[src/rtl/busy_pkg.sv]
package busy_pkg;
  // destination class encoding, decoded by the issue stage
  typedef enum logic [1:0] {
    DST_NONE = 2'd0,
    DST_INT  = 2'd1,
    DST_FP   = 2'd2,
    DST_VEC  = 2'd3
  } dst_class_e;
endpackage

[src/rtl/busy_decode.sv]
module busy_decode
  import busy_pkg::*;
#(
  parameter int NUM_WARPS = 4,
  parameter int NUM_REGS  = 32,
  parameter int WID_W     = 2,
  parameter int RID_W     = 5
) (
  input  logic                                 valid,
  input  logic [WID_W-1:0]                     warp,
  input  logic [1:0]                           cls,
  input  logic [RID_W-1:0]                     rid,
  output logic [NUM_WARPS-1:0][NUM_REGS-1:0]   int_mask,
  output logic [NUM_WARPS-1:0][NUM_REGS-1:0]   fp_mask,
  output logic [NUM_REGS-1:0]                  vec_mask
);
  // one bit set at position idx
  function automatic logic [NUM_REGS-1:0] reg_bit(input logic [RID_W-1:0] idx);
    logic [NUM_REGS-1:0] m;
    m = '0;
    m[idx] = 1'b1;
    return m;
  endfunction

  // integer register 0 is hard-wired and never tracked
  function automatic logic int_trackable(input logic [RID_W-1:0] idx);
    return idx != '0;
  endfunction

  logic [NUM_REGS-1:0] sel_bit;
  logic                is_int, is_fp, is_vec;

  assign sel_bit = reg_bit(rid);
  assign is_int  = valid && (dst_class_e'(cls) == DST_INT) && int_trackable(rid);
  assign is_fp   = valid && (dst_class_e'(cls) == DST_FP);
  assign is_vec  = valid && (dst_class_e'(cls) == DST_VEC);

  assign vec_mask = is_vec ? sel_bit : '0;

  for (genvar w = 0; w < NUM_WARPS; w++) begin : g_warp
    logic hit_warp;
    assign hit_warp    = (warp == WID_W'(w));
    assign int_mask[w] = (is_int && hit_warp) ? sel_bit : '0;
    assign fp_mask[w]  = (is_fp  && hit_warp) ? sel_bit : '0;
  end
endmodule

[src/rtl/busy_bank.sv]
module busy_bank #(
  parameter int NUM_REGS = 32
) (
  input  logic                clk,
  input  logic                rst_n,
  input  logic [NUM_REGS-1:0] set_mask,
  input  logic [NUM_REGS-1:0] clr_mask,
  output logic [NUM_REGS-1:0] busy
);
  // release first, then reservation: a collision leaves the bit busy
  function automatic logic [NUM_REGS-1:0] next_busy(
    input logic [NUM_REGS-1:0] cur,
    input logic [NUM_REGS-1:0] setm,
    input logic [NUM_REGS-1:0] clrm
  );
    return (cur & ~clrm) | setm;
  endfunction

  logic [NUM_REGS-1:0] busy_d;
  logic [NUM_REGS-1:0] clr_only;
  logic [NUM_REGS-1:0] touched;

  assign busy_d   = next_busy(busy, set_mask, clr_mask);
  assign clr_only = clr_mask & ~set_mask;
  assign touched  = set_mask | clr_mask;

  always_ff @(posedge clk or negedge rst_n) begin
    if (!rst_n) busy <= '0;
    else        busy <= busy_d;
  end


  set_lands_chk: assert property (@(posedge clk) disable iff (!rst_n)
    (set_mask != '0) |=> ((busy & $past(set_mask)) == $past(set_mask)));


  clr_lands_chk: assert property (@(posedge clk) disable iff (!rst_n)
    (clr_only != '0) |=> ((busy & $past(clr_only)) == '0));


  untouched_stable_chk: assert property (@(posedge clk) disable iff (!rst_n)
    1'b1 |=> (((busy ^ $past(busy)) & ~$past(touched)) == '0));
endmodule

[src/rtl/busy_query.sv]
module busy_query #(
  parameter int NUM_WARPS = 4,
  parameter int NUM_REGS  = 32,
  parameter int WID_W     = 2
) (
  input  logic                               clk,
  input  logic                               rst_n,
  input  logic [NUM_WARPS-1:0][NUM_REGS-1:0] int_busy,
  input  logic [NUM_WARPS-1:0][NUM_REGS-1:0] fp_busy,
  input  logic [NUM_REGS-1:0]                vec_busy,
  input  logic [WID_W-1:0]                   warp,
  input  logic [NUM_REGS-1:0]                int_use,
  input  logic [NUM_REGS-1:0]                fp_use,
  input  logic [NUM_REGS-1:0]                vec_use,
  output logic                               int_hit,
  output logic                               fp_hit,
  output logic                               vec_hit,
  output logic                               any_hit
);
  function automatic logic overlaps(
    input logic [NUM_REGS-1:0] a,
    input logic [NUM_REGS-1:0] b
  );
    return |(a & b);
  endfunction

  logic [NUM_REGS-1:0] int_sel, fp_sel;

  always_comb begin
    int_sel = '0;
    fp_sel  = '0;
    for (int w = 0; w < NUM_WARPS; w++) begin
      if (warp == WID_W'(w)) begin
        int_sel = int_busy[w];
        fp_sel  = fp_busy[w];
      end
    end
  end

  assign int_hit = overlaps(int_sel, int_use);
  assign fp_hit  = overlaps(fp_sel, fp_use);
  assign vec_hit = overlaps(vec_busy, vec_use);
  assign any_hit = int_hit | fp_hit | vec_hit;


  empty_query_free_chk: assert property (@(posedge clk) disable iff (!rst_n)
    ((int_use == '0) && (fp_use == '0) && (vec_use == '0)) |-> !any_hit);
endmodule

[src/rtl/regfile_busy_track.sv]
module regfile_busy_track
  import busy_pkg::*;
#(
  parameter int NUM_WARPS = 4,
  parameter int NUM_REGS  = 32,
  parameter int WID_W     = (NUM_WARPS > 1) ? $clog2(NUM_WARPS) : 1,
  parameter int RID_W     = (NUM_REGS > 1) ? $clog2(NUM_REGS) : 1
) (
  input  logic                clk,
  input  logic                rst_n,
  input  logic [WID_W-1:0]    chk_warp,
  input  logic [NUM_REGS-1:0] chk_int_mask,
  input  logic [NUM_REGS-1:0] chk_fp_mask,
  input  logic [NUM_REGS-1:0] chk_vec_mask,
  output logic                chk_busy,
  output logic                chk_int_hit,
  output logic                chk_fp_hit,
  output logic                chk_vec_hit,
  input  logic                rsv_valid,
  input  logic [WID_W-1:0]    rsv_warp,
  input  logic [1:0]          rsv_class,
  input  logic [RID_W-1:0]    rsv_reg,
  input  logic                rel_valid,
  input  logic [WID_W-1:0]    rel_warp,
  input  logic [1:0]          rel_class,
  input  logic [RID_W-1:0]    rel_reg
);
  logic [NUM_WARPS-1:0][NUM_REGS-1:0] set_int, set_fp, clr_int, clr_fp;
  logic [NUM_WARPS-1:0][NUM_REGS-1:0] int_busy, fp_busy;
  logic [NUM_REGS-1:0]                set_vec, clr_vec, vec_busy;

  busy_decode #(.NUM_WARPS(NUM_WARPS), .NUM_REGS(NUM_REGS),
                .WID_W(WID_W), .RID_W(RID_W)) rsv_dec_i (
    .valid(rsv_valid), .warp(rsv_warp), .cls(rsv_class), .rid(rsv_reg),
    .int_mask(set_int), .fp_mask(set_fp), .vec_mask(set_vec)
  );

  busy_decode #(.NUM_WARPS(NUM_WARPS), .NUM_REGS(NUM_REGS),
                .WID_W(WID_W), .RID_W(RID_W)) rel_dec_i (
    .valid(rel_valid), .warp(rel_warp), .cls(rel_class), .rid(rel_reg),
    .int_mask(clr_int), .fp_mask(clr_fp), .vec_mask(clr_vec)
  );

  for (genvar w = 0; w < NUM_WARPS; w++) begin : g_warp
    busy_bank #(.NUM_REGS(NUM_REGS)) int_bank_i (
      .clk(clk), .rst_n(rst_n), .set_mask(set_int[w]),
      .clr_mask(clr_int[w]), .busy(int_busy[w])
    );
    busy_bank #(.NUM_REGS(NUM_REGS)) fp_bank_i (
      .clk(clk), .rst_n(rst_n), .set_mask(set_fp[w]),
      .clr_mask(clr_fp[w]), .busy(fp_busy[w])
    );


    int_zero_idle_chk: assert property (@(posedge clk) disable iff (!rst_n)
      1'b1 |=> !int_busy[w][0]);
  end

  busy_bank #(.NUM_REGS(NUM_REGS)) vec_bank_i (
    .clk(clk), .rst_n(rst_n), .set_mask(set_vec),
    .clr_mask(clr_vec), .busy(vec_busy)
  );

  busy_query #(.NUM_WARPS(NUM_WARPS), .NUM_REGS(NUM_REGS),
               .WID_W(WID_W)) query_i (
    .clk(clk), .rst_n(rst_n),
    .int_busy(int_busy), .fp_busy(fp_busy), .vec_busy(vec_busy),
    .warp(chk_warp), .int_use(chk_int_mask), .fp_use(chk_fp_mask),
    .vec_use(chk_vec_mask),
    .int_hit(chk_int_hit), .fp_hit(chk_fp_hit), .vec_hit(chk_vec_hit),
    .any_hit(chk_busy)
  );


  reset_clear_chk: assert property (@(posedge clk)
    $rose(rst_n) |-> ((int_busy == '0) && (fp_busy == '0) && (vec_busy == '0)));


  none_class_quiet_chk: assert property (@(posedge clk) disable iff (!rst_n)
    (rsv_valid && (rsv_class == 2'd0) && !rel_valid) |=>
      (int_busy == $past(int_busy)) && (fp_busy == $past(fp_busy)) &&
      (vec_busy == $past(vec_busy)));
endmodule

[config.mk]
export PLATFORM = sky130hd
export DESIGN_NAME = regfile_busy_track
export DESIGN_NICKNAME = d
export VERILOG_FILES = /design/src/rtl/busy_pkg.sv /design/src/rtl/busy_decode.sv /design/src/rtl/busy_bank.sv /design/src/rtl/busy_query.sv /design/src/rtl/regfile_busy_track.sv
export SDC_FILE = /design/constraint.sdc
export NUM_CORES = 1
export LEC_CHECK = 0
export BUFFER_PORTS_ARGS = -buffer_cell sky130_fd_sc_hd__buf_2
export CORE_ASPECT_RATIO = 0.9
export CORE_UTILIZATION = 45
export DETAILED_ROUTE_END_ITERATION = 6
export PLACE_DENSITY = 0.69
export RECOVER_POWER = 25
export SLEW_MARGIN = 25
export SYNTH_ARGS = -nofsm -noshare
export SYNTH_HDL_FRONTEND = slang
export SYNTH_SLANG_ARGS = --single-unit
export TNS_END_PERCENT = 5
[constraint.sdc]
create_clock -name clk -period 2.1 [get_ports clk]
set_clock_uncertainty 0.15 [all_clocks]
set_input_delay 0.21 -clock clk [delete_from_list [all_inputs] [get_ports clk]]
set_output_delay 0.21 -clock clk [all_outputs]
set_load 0.05 [all_outputs]
Word level (Yosys, flattened, before mapping)
Index checks and enable logic that the tools add are counted.
- order comparisons: 4
- equality and inequality tests: 15
- mux-type cells: 30
- bitwise logic cells: 32
- reductions and logical operators: 34
- operator list (cell ; number):
    $mux 32 ; 26
    $and 32x32->32 ; 12
    $not 32->32 ; 9
    $or 32x32->32 ; 9
    $reduce_or 32->1 ; 3
    $logic_and 1x1->1 ; 26
    $eq 2x2->1 const B ; 10
    $lt 5x6->1 const B ; 2
    $demux 1 s5 ; 2
    $eq 2x1->1 const B ; 5
    $ge 5x1->1 const B ; 2
    $reduce_bool 5->1 ; 2
    $logic_not 2->1 ; 3
    $mux 1 ; 2
    $or 1x1->1 ; 2
- flip-flop bits (word level): 288
- output and inout port bits: 4

Logic depth before layout (Yosys ltp)
Gate-level depths: netlist of the first run.
- depth after elaboration: 9
- gate-level depth with buffers: 10
- depth with buffers taken out: 6

Modules after synthesis
Synthesis of the first run repeated with hierarchy kept, for this count alone.
- cell total of the unflattened synthesis: 1997
- area, all modules: 18743.0 µm²
- modules (own cells, without submodules) (module ; times used ; cells an instance ; area each (µm²) ; sequential area each (µm²)):
    busy_bank ; 9 ; 96 ; 1161.1 ; 800.8
    busy_decode (rsv_dec_i) ; 1 ; 427 ; 3014.1 ; 0.0
    busy_decode (rel_dec_i) ; 1 ; 427 ; 3012.9 ; 0.0
    busy_query ; 1 ; 279 ; 2265.9 ; 0.0

Worst setup path after synthesis of the first run
Ideal clock, no wire load.
- kind: in2out
- from: in chk_warp[0]
- to: out chk_busy
- arrival: 2569 ps
- required time: 1740 ps
- slack: -829 ps
- stages: 9
- buffers on the path: 3
- cells stage by stage: buf_6 > buf_8 > buf_2 > mux2i_1 > o32ai_1 > nor4_1 > nand4_1 > or4_1 > nand3b_1
- cells in the longest elaborated chain, start to end: 9
- RTL lines (item ; RTL line ; RTL):
    from (decl) ; regfile_busy_track.sv:11 ; input logic [WID_W-1:0] chk_warp,
    $logic_not 2->1 ; busy_query.sv:33 ; if (warp == WID_W'(w)) begin
    $mux 32 (3 in a row) ; busy_query.sv:33 ;
    $mux 32 * ; busy_query.sv:33 ;
    $and 32x32->32 * ; busy_query.sv:24 ; return |(a & b);
    $reduce_or 32->1 * ; busy_query.sv:24 ;
    net chk_int_hit ; regfile_busy_track.sv:16 ; output logic chk_int_hit,
    $or 1x1->1 * (2 in a row) ; busy_query.sv:43 ; assign any_hit = int_hit | fp_hit | vec_hit;
    to (decl) ; regfile_busy_track.sv:15 ; output logic chk_busy,
The timed path passes the listed nets; every way through them passes the cells marked *.

Worst setup path in the final report of the first run
- from: reg g_warp[3].int_bank_i.busy[17]
- to: out chk_busy
- cells in the longest elaborated chain, start to end: 5
- RTL lines (item ; RTL line ; RTL):
    from (decl) ; busy_bank.sv:8 ; output logic [NUM_REGS-1:0] busy
    from (signal assigned) ; busy_bank.sv:29 ; else busy <= busy_d;
    $mux 32 ; busy_query.sv:33 ;
    $and 32x32->32 ; busy_query.sv:24 ;
    $reduce_or 32->1 ; busy_query.sv:24 ;
    $or 1x1->1 (2 in a row) ; busy_query.sv:43 ;
No other way between the ends.

==> impl_results.rst, run 1 <==
.. list-table::
   :header-rows: 1

   * - Metric
     - Value
   * - Clk sink count
     - about 290
   * - Top library cells by usage in the layout, fill and taps aside
     - sky130_fd_sc_hd__o21ai_0 (570), sky130_fd_sc_hd__dfrtp_1 (288), sky130_fd_sc_hd__buf_2 (117)
   * - Initial drt markers
     - between 1500 and 2000
   * - Net count after synthesis
     - between 1000 and 1500
   * - Via count of the first global-routing pass
     - approximately 12000
   * - Crit path capture type
     - primary output
   * - Number of cells produced by synthesis
     - approximately 1300
   * - IO Pins
     - between 100 and 150
   * - Floorplan die width
     - between 150 and 200 um
   * - Area growth from synthesis to final layout
     - 20.8%
   * - Share of post-route cells with drive strength above 1
     - a little over a fifth
   * - H-Tree Depth
     - 1
   * - Port-buffer cells
     - about 120
   * - Pin count of the biggest net entering global routing
     - between 50 and 60
   * - Outcome
     - complete, but fails checks
   * - Post-route insts no fill
     - just under 2000
   * - Worst-case setup margin in the final layout
     - -1.12 ns
   * - Final period util
     - 154%
   * - Origin of the worst setup path
     - g_warp[3].int_bank_i.busy[17]$_DFF_PN0_
   * - Setup repair after global routing missed its margin
     - yes
   * - Mapped Area
     - 13200 sq um
   * - Data arrival time at the worst-slack endpoint
     - 2.86 ns
   * - Path type of the worst setup path
     - flop to primary output
   * - Final number of max-transition violations
     - 0
   * - Routed len/inst
     - roughly 27 um
   * - Unique masters post-synth
     - 44
   * - Pleak
     - 7.07 nW
   * - Startpoint type of the worst setup path
     - flop
   * - Number of iterations in the first detailed-routing pass
     - 7
   * - Core Area
     - between 20000 and 30000 sq um
   * - Setup violators final
     - 4
   * - Buffer depth of the longest clock path
     - 3
   * - Final number of hold-violating endpoints
     - 0
   * - Num rows
     - between 50 and 60
   * - NumNets Final
     - ~1600
   * - Via count
     - around 12000
   * - Global placement routability congestion
     - 1.01
   * - Capturing instance or port of the critical path
     - chk_busy
   * - Capture point of the worst reg-to-reg path
     - g_warp[3].int_bank_i.busy[9]$_DFF_PN0_
   * - IR Drop Worst-Case VDD
     - ~700 uV
   * - Critical Path RT
     - about 1.7 ns
   * - Via-per-instance ratio
     - around 6.5
   * - Shortest period the worst path allows
     - between 3 and 4 ns
   * - Clk slew on worst S/H paths
     - ~0.06 ns
   * - Clock tree from TritonCTS
     - yes
   * - Reg2reg setup slack
     - around 1.1 ns
   * - Detailed placement HPWL
     - approximately 36 mm
   * - Worst-Margin Slew
     - around 1.4 ns
   * - Average size of a mapped cell
     - a little under 10 sq um
   * - Peak Freq
     - 310 MHz
   * - Die area
     - between 20000 and 30000 sq um
   * - Most common cell after layout, fill and taps aside
     - sky130_fd_sc_hd__o21ai_0
   * - Number of cells traversed by the worst register-to-register path
     - 3
   * - Top flip-flop cell by instance count after synthesis
     - sky130_fd_sc_hd__dfrtp_1
   * - Pwr Density
     - approximately 800 nW/um^2
   * - Clock root cell
     - sky130_fd_sc_hd__clkbuf_16
   * - Number of register bits inferred by synthesis
     - ~290
   * - Final ANT Viol Nets
     - 0
   * - Final Power
     - approximately 13 mW
   * - Layout fillers
     - ~2500
   * - Global-route wire length before repair
     - between 70 and 80 mm
   * - Number of clock buffers inserted by TritonCTS
     - 30
   * - Worst min-delay path class
     - input port to flop
   * - Die height
     - between 150 and 200 um
   * - Antenna diode instance count
     - 0
   * - Proportion of synthesized chip area in sequential cells
     - between 50% and 60%
   * - Remaining routing DRC violations
     - 0
   * - Worst slew margin relative to its limit
     - under 10%
   * - Cell count after placement
     - ~1900
   * - Post-synth EDFFs
     - 0
   * - Worst-skew pair later-pin latency
     - 0.55 ns
   * - Tot GR Track Use
     - about a third
   * - Number of antenna violations at the first check in global routing
     - 2
   * - Post-detailed-routing wire length
     - roughly 53 mm
   * - Number of setup buffers added after CTS
     - 0
   * - Worst r2r src
     - g_warp[3].int_bank_i.busy[9]$_DFF_PN0_
   * - Violations in the final reports
     - negative setup slack
   * - Max FO, Critical Path
     - 2
   * - Warning count from the yosys run
     - 0
   * - Overflow left after global routing
     - 0
   * - FFs w/ async S/R, synth
     - between 90% and 100%
   * - Initial core utilization
     - around 46%
   * - MaxCap Viol Count
     - 0
==> cell families after synthesis <==
logic type	share of synthesized area, %
multiplexers	7.68
flip-flops	54.7
AO/OA/AOI/OAI	27.6
AND/OR/NAND/NOR	6.90
buffers and inverters	3.11
==> how the worst min path moves through the flow <==
| stage | start | to | cells past startpoint |
|---|---|---|---|
| final | rsv_reg[1] | vec_bank_i.busy[0]$_DFF_PN0_ | 4 |
| after detailed placement | rst_n | g_warp[2].int_bank_i.busy[8]$_DFF_PN0_ | 1 |
| after global placement | rst_n | g_warp[3].int_bank_i.busy[8]$_DFF_PN0_ | 1 |
| after CTS | rsv_reg[1] | vec_bank_i.busy[0]$_DFF_PN0_ | 4 |
| after global routing | rsv_reg[1] | vec_bank_i.busy[0]$_DFF_PN0_ | 4 |
| after floorplan | rst_n | g_warp[0].fp_bank_i.busy[0]$_DFF_PN0_ | 0 |
==> stage by stage <==
| stage | hold slack (ns) | area [sq um] | utilization [%] | TNS (ns) | setup slack (ns) |
|---|---|---|---|---|---|
| 6_report | 0.00520 | 15900 | 55.2 | -3.53 | -1.12 |
| 5_1_grt | 0.0390 | 15900 | 55.2 | -3.76 | -1.18 |
| 4_1_cts | 0.00104 | 15900 | 55.3 | -3.45 | -1.10 |
| 3_5_place_dp | 0.00865 | 15000 | 51.8 | -2.58 | -0.874 |
| 3_3_place_gp | 0.00297 | 15000 | 51.8 | -2.57 | -0.883 |
| 2_1_floorplan | -0.236 | 13200 | - | -1.11 | -0.597 |
==> worst max-delay path: stages (launching register included) <==
cell and delay, ns:
sky130_fd_sc_hd__dfrtp_1 0.43, sky130_fd_sc_hd__mux2i_2 0.20, sky130_fd_sc_hd__o32ai_1 0.10, sky130_fd_sc_hd__nor4_1 0.37
sky130_fd_sc_hd__buf_4 0.17, sky130_fd_sc_hd__nand4_1 0.07, sky130_fd_sc_hd__or4_4 0.55, sky130_fd_sc_hd__nand3b_1 0.23
sky130_fd_sc_hd__buf_6 0.18
==> power by group <==
group          internal [mW]  switching [mW]  leakage [nW]
clock network           2.90            2.22         0.461
registers               5.86           0.216          3.96
logic                  0.591           0.891          2.66
==> layer usage <==
metal / global-route usage [%] / part of all wire (%) / up-vias / routed length [um]
li1: - / - / 5292 / -
met1: 49.2 / 40 / 6162 / 21300
met2: 49.1 / 41 / 888 / 21700
met3: 11.8 / 13 / 153 / 6990
met4: 15.8 / 5.0 / 2 / 2650
met5: 0 / 0.021 / - / 11
==> cell usage after synthesis, drive strengths merged, types with 10 or more instances <==
library cell | number | area, sq um
o32ai | 18 | 158
o21ai | 570 | 2850
buf | 15 | 106
nand2 | 99 | 372
mux2 | 40 | 454
clkbuf | 68 | 255
a21oi | 10 | 50.1
dfrtp | 288 | 7210
inv | 13 | 48.8
a22oi | 36 | 270
nand3 | 15 | 75.1
a222oi | 11 | 110
mux2i | 40 | 400
nand2b | 13 | 81.3
==> sequential cells by signal, indices dropped and copies added (netlist names) <==
register,count
vec_bank_i.busy,32
g_warp.fp_bank_i.busy,128
g_warp.int_bank_i.busy,128
==> area by class of cell <==
type / count / area, sq um / area share, %
Timing Repair Buffer: 236 / 1660 / 10.4
Sequential cell: 288 / 7210 / 45.3
Clock buffer: 41 / 843 / 5.30
Inverter: 13 / 48.8 / 0.306
Clock inverter: 11 / 82.6 / 0.519
Tap cell: 396 / 495 / 3.11
Multi-Input combinational cell: 942 / 5590 / 35.1
==> what timing repair did <==
item / 4_1_cts / 5_1_grt
gates resized for setup: 13 / 2
pin swaps: 5 / 0
setup endpoints to repair: 4 / 4
cloned: 0 / 0
hold buffers: 2 / 0
endpoints found under the hold margin: 289 / 0
No activity file was read; power rests on OpenSTA's default activity.
==> inputs of run 2 (changes only) <==
--- a/config.mk
+++ b/config.mk
@@ -5,8 +5,10 @@
 export SDC_FILE = /design/constraint.sdc
 export NUM_CORES = 1
 export LEC_CHECK = 0
+export ABC_AREA = 1
 export BUFFER_PORTS_ARGS = -buffer_cell sky130_fd_sc_hd__buf_2
 export CORE_ASPECT_RATIO = 0.9
+export CORE_MARGIN = 3
 export CORE_UTILIZATION = 45
 export DETAILED_ROUTE_END_ITERATION = 6
 export PLACE_DENSITY = 0.69
==> run 2 against run 1 <==
  * The flow still finishes with violations (negative setup slack)
  * Critical path depth unchanged
  * Core utilization increased by 0.37 points
  * First-iteration DRC count down 6.8%
  * Clock power increased by 4.9%
  * Clock-buffer cell count grew 4
  * Die area increased by 9.1%
  * Area after synthesis up 4.4%
==> impl_results.rst, run 2 <==
.. list-table::
   :header-rows: 1

   * - Metric
     - Value
   * - Most common cell after layout, fill and taps aside
     - sky130_fd_sc_hd__o21ai_0
   * - Top library cells by usage in the layout, fill and taps aside
     - sky130_fd_sc_hd__o21ai_0 (586), sky130_fd_sc_hd__nand2_1 (360), sky130_fd_sc_hd__dfrtp_1 (288)
   * - Top-area cell type share of the netlist area
     - 52.4% (-2.3 points)
   * - Post-synth EDFFs
     - 0 (unchanged)
   * - Mapped Area
     - 13800 sq um (+4.4%)
   * - Final period util
     - 122% (-31 points)
   * - Shortest period the worst path allows
     - 2.57 ns (-0.656 ns)
   * - Outcome
     - complete, but fails checks
   * - Proportion of synthesized chip area in sequential cells
     - 52.4% (-2.3 points)
   * - Num rows
     - 60 (+1.7%)
   * - Final number of hold-violating endpoints
     - 0 (unchanged)
   * - Commonest cells post-synth
     - sky130_fd_sc_hd__o21ai_0 (603), sky130_fd_sc_hd__nand2_1 (373), sky130_fd_sc_hd__dfrtp_1 (288)
   * - Clock tree from TritonCTS
     - yes
   * - Cell count after placement
     - 2240 (+20%)
   * - Most common cell in the netlist
     - sky130_fd_sc_hd__o21ai_0
   * - Tot GR Track Use
     - 31.1% (-4.1 points)
   * - Top cells by area in the synthesized netlist
     - sky130_fd_sc_hd__dfrtp_1 (52%), sky130_fd_sc_hd__o21ai_0 (22%), sky130_fd_sc_hd__nand2_1 (10%)
   * - Pwr Density
     - 781 nW/um^2 (-2.0%)
   * - Footprint of the multi-input gates
     - 5920 sq um (+5.9%)
   * - Peak Freq
     - 389 MHz (+26%)
   * - Layout fillers
     - 2833 (+12%)
   * - Number of antenna violations at the first check in global routing
     - 0 (-2)
   * - Clk sink count
     - 288 (unchanged)
   * - Antenna diode instance count
     - 0 (unchanged)
   * - Cell Area, Placed
     - 15500 sq um (+4.0%)
   * - MaxCap Viol Count
     - 0 (unchanged)
   * - Via-per-instance ratio
     - 6.04 (-6.9%)
   * - Largest delay contributor family on the critical path
     - simple AND/OR/NAND/NOR gates
   * - Worst-skew pair later-pin latency
     - 0.56 ns (about the same)
   * - Worst slew margin relative to its limit
     - 30.3% (+23 points)
   * - Post-route insts no fill
     - 2294 (+19%)
   * - Pleak
     - 7.65 nW (+8.1%)
   * - Number of iterations in the first detailed-routing pass
     - 6 (-1)
   * - Warning count from the yosys run
     - 0 (unchanged)
   * - Max FO, Critical Path
     - 2 (unchanged)
   * - Die height
     - 172 um (+4.6%)
   * - H-Tree Depth
     - 1 (unchanged)
   * - Number of cells produced by synthesis
     - 1701 (+28%)
   * - Worst min-delay path class
     - input port to flop
   * - Area growth from synthesis to final layout
     - 21.2%
   * - Overflow left after global routing
     - 0 (unchanged)
   * - Die area
     - 32700 sq um (+9.1%)
   * - Largest registers in the final layout
     - g_warp.fp_bank_i.busy: 128 flops, g_warp.int_bank_i.busy: 128 flops, vec_bank_i.busy: 32 flops
   * - Post-route worst hold slack
     - 0.0338 ns (+0.0286 ns)
   * - Net count after synthesis
     - 1821 (+26%)
   * - Pin count of the biggest net entering global routing
     - 88 (+49%)
   * - Final number of max-transition violations
     - 0 (unchanged)
   * - Global placement routability congestion
     - 0.933 (-7.3%)
   * - Worst-Margin Slew
     - 1.05 ns (-0.346 ns)
   * - Remaining routing DRC violations
     - 0 (unchanged)
   * - Largest area contributor in the synthesized netlist
     - sky130_fd_sc_hd__dfrtp_1
   * - Average size of a mapped cell
     - 8.09 sq um (-19%)
   * - Final design instance area without fill
     - 16700 sq um (+4.7%)
   * - Global-route wire length before repair
     - 78.3 mm (+1.5%)
   * - Critical Path RT
     - 1.74 ns (about the same)
   * - Number of clock buffers inserted by TritonCTS
     - 31 (+3.3%)
   * - Floorplan die width
     - 190 um (+4.3%)
   * - Share of post-route cells with drive strength above 1
     - 16.7% (-5.1 points)
   * - Top flip-flop cell by instance count after synthesis
     - sky130_fd_sc_hd__dfrtp_1
   * - Worst-case setup margin in the final layout
     - -0.467 ns (+0.656 ns)
   * - Via count of the first global-routing pass
     - 13200 (+12%)
   * - Final ANT Viol Nets
     - 0 (unchanged)
   * - Stage delay of the slowest cell on the critical path
     - 0.43 ns (-0.12 ns)
   * - Critical Path, Cell by Cell
     - nand2_1 -> nand4_1 -> nor4_2 -> buf_4 -> nand2_4 -> nor2_4 -> nand2_2 -> buf_8
   * - Number of register bits inferred by synthesis
     - 288 (unchanged)
   * - Initial drt markers
     - 1664 (-6.8%)
   * - Core Area
     - 30000 sq um (+4.0%)
   * - Library cell contributing the largest single delay on the critical path
     - sky130_fd_sc_hd__dfrtp_1
   * - Routed len/inst
     - 22.4 um (-18%)
   * - Detailed placement HPWL
     - 33.0 mm (-8.8%)
   * - Path type of the worst setup path
     - flop to primary output
   * - Startpoint type of the worst setup path
     - flop
   * - Count of buffer and inverter cells on the critical path
     - 2 (unchanged)
   * - Port-buffer cells
     - 123 (unchanged)
   * - Sequential cell area in the final layout
     - 7210 sq um (unchanged)
   * - Unique masters post-synth
     - 18 (-59%)
   * - Data arrival time at the worst-slack endpoint
     - 2.21 ns (-0.65 ns)
   * - IR Drop Worst-Case VDD
     - 660 uV (-6.1%)
   * - IO Pins
     - 124 (unchanged)
   * - Clock root cell
     - sky130_fd_sc_hd__clkbuf_16
   * - Violations in the final reports
     - negative setup slack
   * - Via count
     - 13900 (+11%)
   * - Post-detailed-routing wire length
     - 51.5 mm (-2.3%)
   * - NumNets Final
     - 1991 (+22%)
   * - Initial core utilization
     - 45.8% (+0.16 points)
   * - Clk slew on worst S/H paths
     - 0.06 ns (about the same)
   * - Buffer depth of the longest clock path
     - 3 (unchanged)
   * - FFs w/ async S/R, synth
     - 100% (unchanged)
   * - Setup violators final
     - 4 (unchanged)
   * - Crit path capture type
     - primary output
   * - Setup repair after global routing missed its margin
     - yes
run 2: cell families after synthesis:
kind of cell	after synthesis	synth area share [%]
buf+inv	205	5.88
compound gates	667	25.4
simple gates	541	16.3
flops	288	52.4
run 2: where the power goes:
part | switching [mW] | internal, mW | leakage, nW
sequential | 0.167 | 5.86 | 3.96
combinational | 1.05 | 0.577 | 3.21
clock | 2.22 | 3.14 | 0.483
run 2: final timing paths:
check                                                       startpoint                                endpoint  slack [ns]  depth (start not counted)
max in group asynchronous                                        rst_n  g_warp[2].fp_bank_i.busy[11]$_DFF_PN0_        0.22                          3
worst max register to register           vec_bank_i.busy[20]$_DFF_PN0_           vec_bank_i.busy[20]$_DFF_PN0_        1.19                          2
worst min-delay path                                       rel_warp[1]  g_warp[3].fp_bank_i.busy[29]$_DFF_PN0_        0.03                          6
worst max-delay path                     vec_bank_i.busy[20]$_DFF_PN0_                                chk_busy       -0.47                          8
min in group asynchronous                                        rst_n   g_warp[3].fp_bank_i.busy[0]$_DFF_PN0_        0.54                          3
worst min register to register  g_warp[2].int_bank_i.busy[0]$_DFF_PN0_  g_warp[2].int_bank_i.busy[0]$_DFF_PN0_        0.23                          0
run 2: cell type report:
cell class / instances / area share, %
multi-input cells: 1208 / 35.5
repair buffers: 230 / 9.84
clock inverters: 8 / 0.555
well taps: 403 / 3.02
flip-flops and latches: 288 / 43.2
inverters: 112 / 2.52
clock buffers: 45 / 5.33
run 2: worst register-to-register path: stages (launching register included):
cell and delay, ns:
sky130_fd_sc_hd__dfrtp_1 0.43, sky130_fd_sc_hd__o21ai_0 0.09, sky130_fd_sc_hd__o21ai_0 0.10
run 2: stage by stage:
step,TNS [ns],util [%],power (mW),setup slack [ns]
after floorplan,0,-,6.83,0.0831
after CTS,-1.49,55.4,13.0,-0.434
after global routing,-2.99,55.5,13.5,-0.490
final,-1.52,55.5,13.0,-0.467
after global placement,-1.17,51.8,7.60,-0.464
after detailed placement,-1.23,51.8,7.63,-0.502
run 2: what timing repair did:
item | 4_1_cts | 5_1_grt
hold buffers | 3 | 0
pin swaps | 13 | 32
gates resized for setup | 29 | 38
buffers inserted | 0 | 0
endpoints found under the setup margin | 4 | 4
hold endpoints to repair | 289 | 0
run 2: layer usage:
layer / GRT usage (%) / vias to the layer above / share of wire [%]
li1: - / 6109 / -
met1: 43.2 / 6693 / 41
met2: 47.6 / 884 / 44
met3: 6.35 / 170 / 11
met4: 13.7 / 0 / 5.0
met5: 0 / - / 0
==> inputs of run 3 (changes only) <==
--- a/config.mk
+++ b/config.mk
@@ -11,7 +11,7 @@
 export CORE_MARGIN = 3
 export CORE_UTILIZATION = 45
 export DETAILED_ROUTE_END_ITERATION = 6
-export PLACE_DENSITY = 0.69
+export PLACE_DENSITY = 0.66
 export RECOVER_POWER = 25
 export SLEW_MARGIN = 25
 export SYNTH_ARGS = -nofsm -noshare
==> constraint.sdc (replaced) <==
create_clock -name clk -period 2.4 [get_ports clk]
set_clock_uncertainty 0.15 [all_clocks]
set_input_delay 0.24 -clock clk [delete_from_list [all_inputs] [get_ports clk]]
set_output_delay 0.24 -clock clk [all_outputs]
set_load 0.05 [all_outputs]
==> run 3 against run 2 <==
  * The flow finishes with violations (max-capacitance violations, max-slew violations, negative setup slack)
  * Wire length shrank 0.65%
  * Hold slack gained 0.13 ns
  * Combinational power shrank 16%
  * Sequential share of layout area grew 0.81 points
  * Core utilization shrank 1.0 points
  * Register-to-register slack gained 0.28 ns
  * Largest cell class unchanged
  * Sequential cell count is the same
  * Sequential power shrank 12%
  * Clock power shrank 13%
==> impl_results.rst, run 3 (synthesis gave the netlist of run 2 again) <==
.. list-table::
   :header-rows: 1

   * - Metric
     - Value
   * - Buffer depth of the longest clock path
     - 3 (unchanged)
   * - MaxCap Viol Count
     - 3 (+3)
   * - Initial drt markers
     - 1522 (-8.5%)
   * - Critical Path, Cell by Cell
     - nand2_1 -> nand4_1 -> nor4_2 -> buf_4 -> nand2_4 -> nor2_4 -> nand2_2 -> buf_8
   * - Port-buffer cells
     - 123 (unchanged)
   * - Pwr Density
     - 691 nW/um^2 (-12%)
   * - Initial core utilization
     - 45.8% (unchanged)
   * - Global-route wire length before repair
     - 78.4 mm (about the same)
   * - Most common cell after layout, fill and taps aside
     - sky130_fd_sc_hd__o21ai_0
   * - Setup Slack @ Placement
     - -0.314 ns (+0.188 ns)
   * - Via count
     - 13600 (-2.0%)
   * - Footprint of the multi-input gates
     - 5880 sq um (-0.78%)
   * - Routed len/inst
     - 22.5 um (+0.36%)
   * - Number of iterations in the first detailed-routing pass
     - 5 (-1)
   * - Floorplan die width
     - 190 um (unchanged)
   * - Pin count of the biggest net entering global routing
     - 81 (-8.0%)
   * - Die height
     - 172 um (unchanged)
   * - Critical Path RT
     - 2.01 ns (+0.27 ns)
   * - Final number of max-transition violations
     - 155 (+155)
   * - Core Area
     - 30000 sq um (unchanged)
   * - Clock root cell
     - sky130_fd_sc_hd__clkbuf_16
   * - Final period util
     - 108%
   * - Worst slew margin relative to its limit
     - -14.8% (-45 points)
   * - NumNets Final
     - 1964 (-1.4%)
   * - Worst-case setup margin in the final layout
     - -0.196 ns (+0.272 ns)
   * - Via-per-instance ratio
     - 5.98 (-0.96%)
   * - Remaining routing DRC violations
     - 0 (unchanged)
   * - Die area
     - 32700 sq um (unchanged)
   * - Number of setup buffers added after CTS
     - 0 (unchanged)
   * - Global placement routability congestion
     - 0.916 (-1.8%)
   * - Path type of the worst setup path
     - flop to primary output
   * - Number of antenna violations at the first check in global routing
     - 0 (unchanged)
   * - H-Tree Depth
     - 1 (unchanged)
   * - Num rows
     - 60 (unchanged)
   * - Clock tree from TritonCTS
     - yes
   * - Tot GR Track Use
     - 31.0% (-0.13 points)
   * - Pleak
     - 7.51 nW (-1.8%)
   * - Detailed placement HPWL
     - 32.5 mm (-1.6%)
   * - Shortest period the worst path allows
     - roughly 2.6 ns
   * - Violations in the final reports
     - max-capacitance violations, max-slew violations, negative setup slack
   * - Outcome
     - complete, but fails checks
   * - Setup repair after global routing missed its margin
     - yes
   * - Largest registers in the final layout
     - g_warp.fp_bank_i.busy: 128 flops, g_warp.int_bank_i.busy: 128 flops, vec_bank_i.busy: 32 flops
   * - Worst-Margin Slew
     - 1.72 ns (+0.677 ns)
   * - Area growth from synthesis to final layout
     - 19.0%
   * - Library cell contributing the largest single delay on the critical path
     - sky130_fd_sc_hd__dfrtp_1
   * - Data arrival time at the worst-slack endpoint
     - 2.21 ns (about the same)
   * - Cell count after placement
     - 2213 (-1.2%)
   * - Post-route insts no fill
     - 2271 (-1.0%)
   * - Post-detailed-routing wire length
     - 51.2 mm (-0.65%)
   * - Max FO, Critical Path
     - 2 (unchanged)
   * - Final ANT Viol Nets
     - 0 (unchanged)
   * - Final number of hold-violating endpoints
     - 0 (unchanged)
   * - Startpoint type of the worst setup path
     - flop
   * - Layout fillers
     - 2880 (+1.7%)
   * - Clk sink count
     - 288 (unchanged)
   * - Crit path capture type
     - primary output
   * - Clk slew on worst S/H paths
     - 0.06 ns (about the same)
   * - Via count of the first global-routing pass
     - 13100 (-0.64%)
   * - Largest delay contributor family on the critical path
     - simple AND/OR/NAND/NOR gates
   * - Share of post-route cells with drive strength above 1
     - 15.3% (-1.4 points)
   * - Sequential cell area in the final layout
     - 7210 sq um (unchanged)
   * - IR Drop Worst-Case VDD
     - 522 uV (-21%)
   * - Number of clock buffers inserted by TritonCTS
     - 30 (-3.2%)
   * - IO Pins
     - 124 (unchanged)
   * - Setup violators final
     - 4 (unchanged)
   * - Count of buffer and inverter cells on the critical path
     - 2 (unchanged)
   * - Top library cells by usage in the layout, fill and taps aside
     - sky130_fd_sc_hd__o21ai_0 (594), sky130_fd_sc_hd__nand2_1 (359), sky130_fd_sc_hd__dfrtp_1 (288)
   * - Overflow left after global routing
     - 0 (unchanged)
   * - Worst-skew pair later-pin latency
     - 0.56 ns (about the same)
   * - Stage delay of the slowest cell on the critical path
     - 0.41 ns (-0.02 ns)
   * - Worst min-delay path class
     - input port to flop
   * - Peak Freq
     - ~390 MHz
run 3: worst reg2reg max path, delay by kind of cell, from the launching register on:
kind	cells	cell delay, ns
flops	1	0.45
compound gates	2	0.21
run 3: repair_timing:
item                       in CTS  in global routing
resized for setup              32                 19
setup endpoints to repair       4                  4
hold endpoints to repair      288                  0
hold buffers                    2                  0
pin swaps                      13                 14
run 3: power by group:
group	leakage, nW	internal (mW)	switching, mW
clock network	0.474	2.69	1.98
registers	3.96	5.13	0.149
logic	3.08	0.468	0.894
run 3: stage by stage:
step	utilization (%)	setup TNS, ns	cell area (sq um)	hold slack (ns)	total power [mW]
after floorplan	-	0	13800	-0.206	5.98
after global placement	50.9	-0.576	15300	-0.0204	6.63
after global routing	54.5	-0.947	16400	0.196	11.7
after detailed placement	50.9	-0.659	15300	-0.0181	6.66
after CTS	54.5	-0.500	16400	0.112	11.3
final	54.5	-0.556	16400	0.167	11.3
run 3: cell type report:
type,count,area share (%)
clock inverters,7,0.397
diodes,1,0.0153
multi-input cells,1208,35.9
repair buffers,204,8.46
well taps,403,3.08
clock buffers,48,5.56
flip-flops and latches,288,44.0
inverters,112,2.57
run 3: final timing paths:
kind,depth (start not counted),startpoint,endpoint,slack [ns]
worst max-delay path,8,vec_bank_i.busy[30]$_DFF_PN0_,chk_busy,-0.20
max in group asynchronous,3,rst_n,g_warp[3].int_bank_i.busy[28]$_DFF_PN0_,0.31
worst min-delay path,5,rsv_warp[0],g_warp[2].int_bank_i.busy[17]$_DFF_PN0_,0.17
worst max register to register,2,vec_bank_i.busy[16]$_DFF_PN0_,vec_bank_i.busy[16]$_DFF_PN0_,1.47
min in group asynchronous,3,rst_n,g_warp[1].int_bank_i.busy[24]$_DFF_PN0_,0.26
worst min register to register,0,g_warp[3].int_bank_i.busy[0]$_DFF_PN0_,g_warp[3].int_bank_i.busy[0]$_DFF_PN0_,0.23
run 3: metal layers:
metal | vias to the layer above | part of all wire (%) | track usage, %
li1 | 6050 | - | -
met1 | 6636 | 41 | 43.5
met2 | 762 | 44 | 48.3
met3 | 137 | 10 | 6.14
met4 | 0 | 4.1 | 11.2
met5 | - | 0 | 0
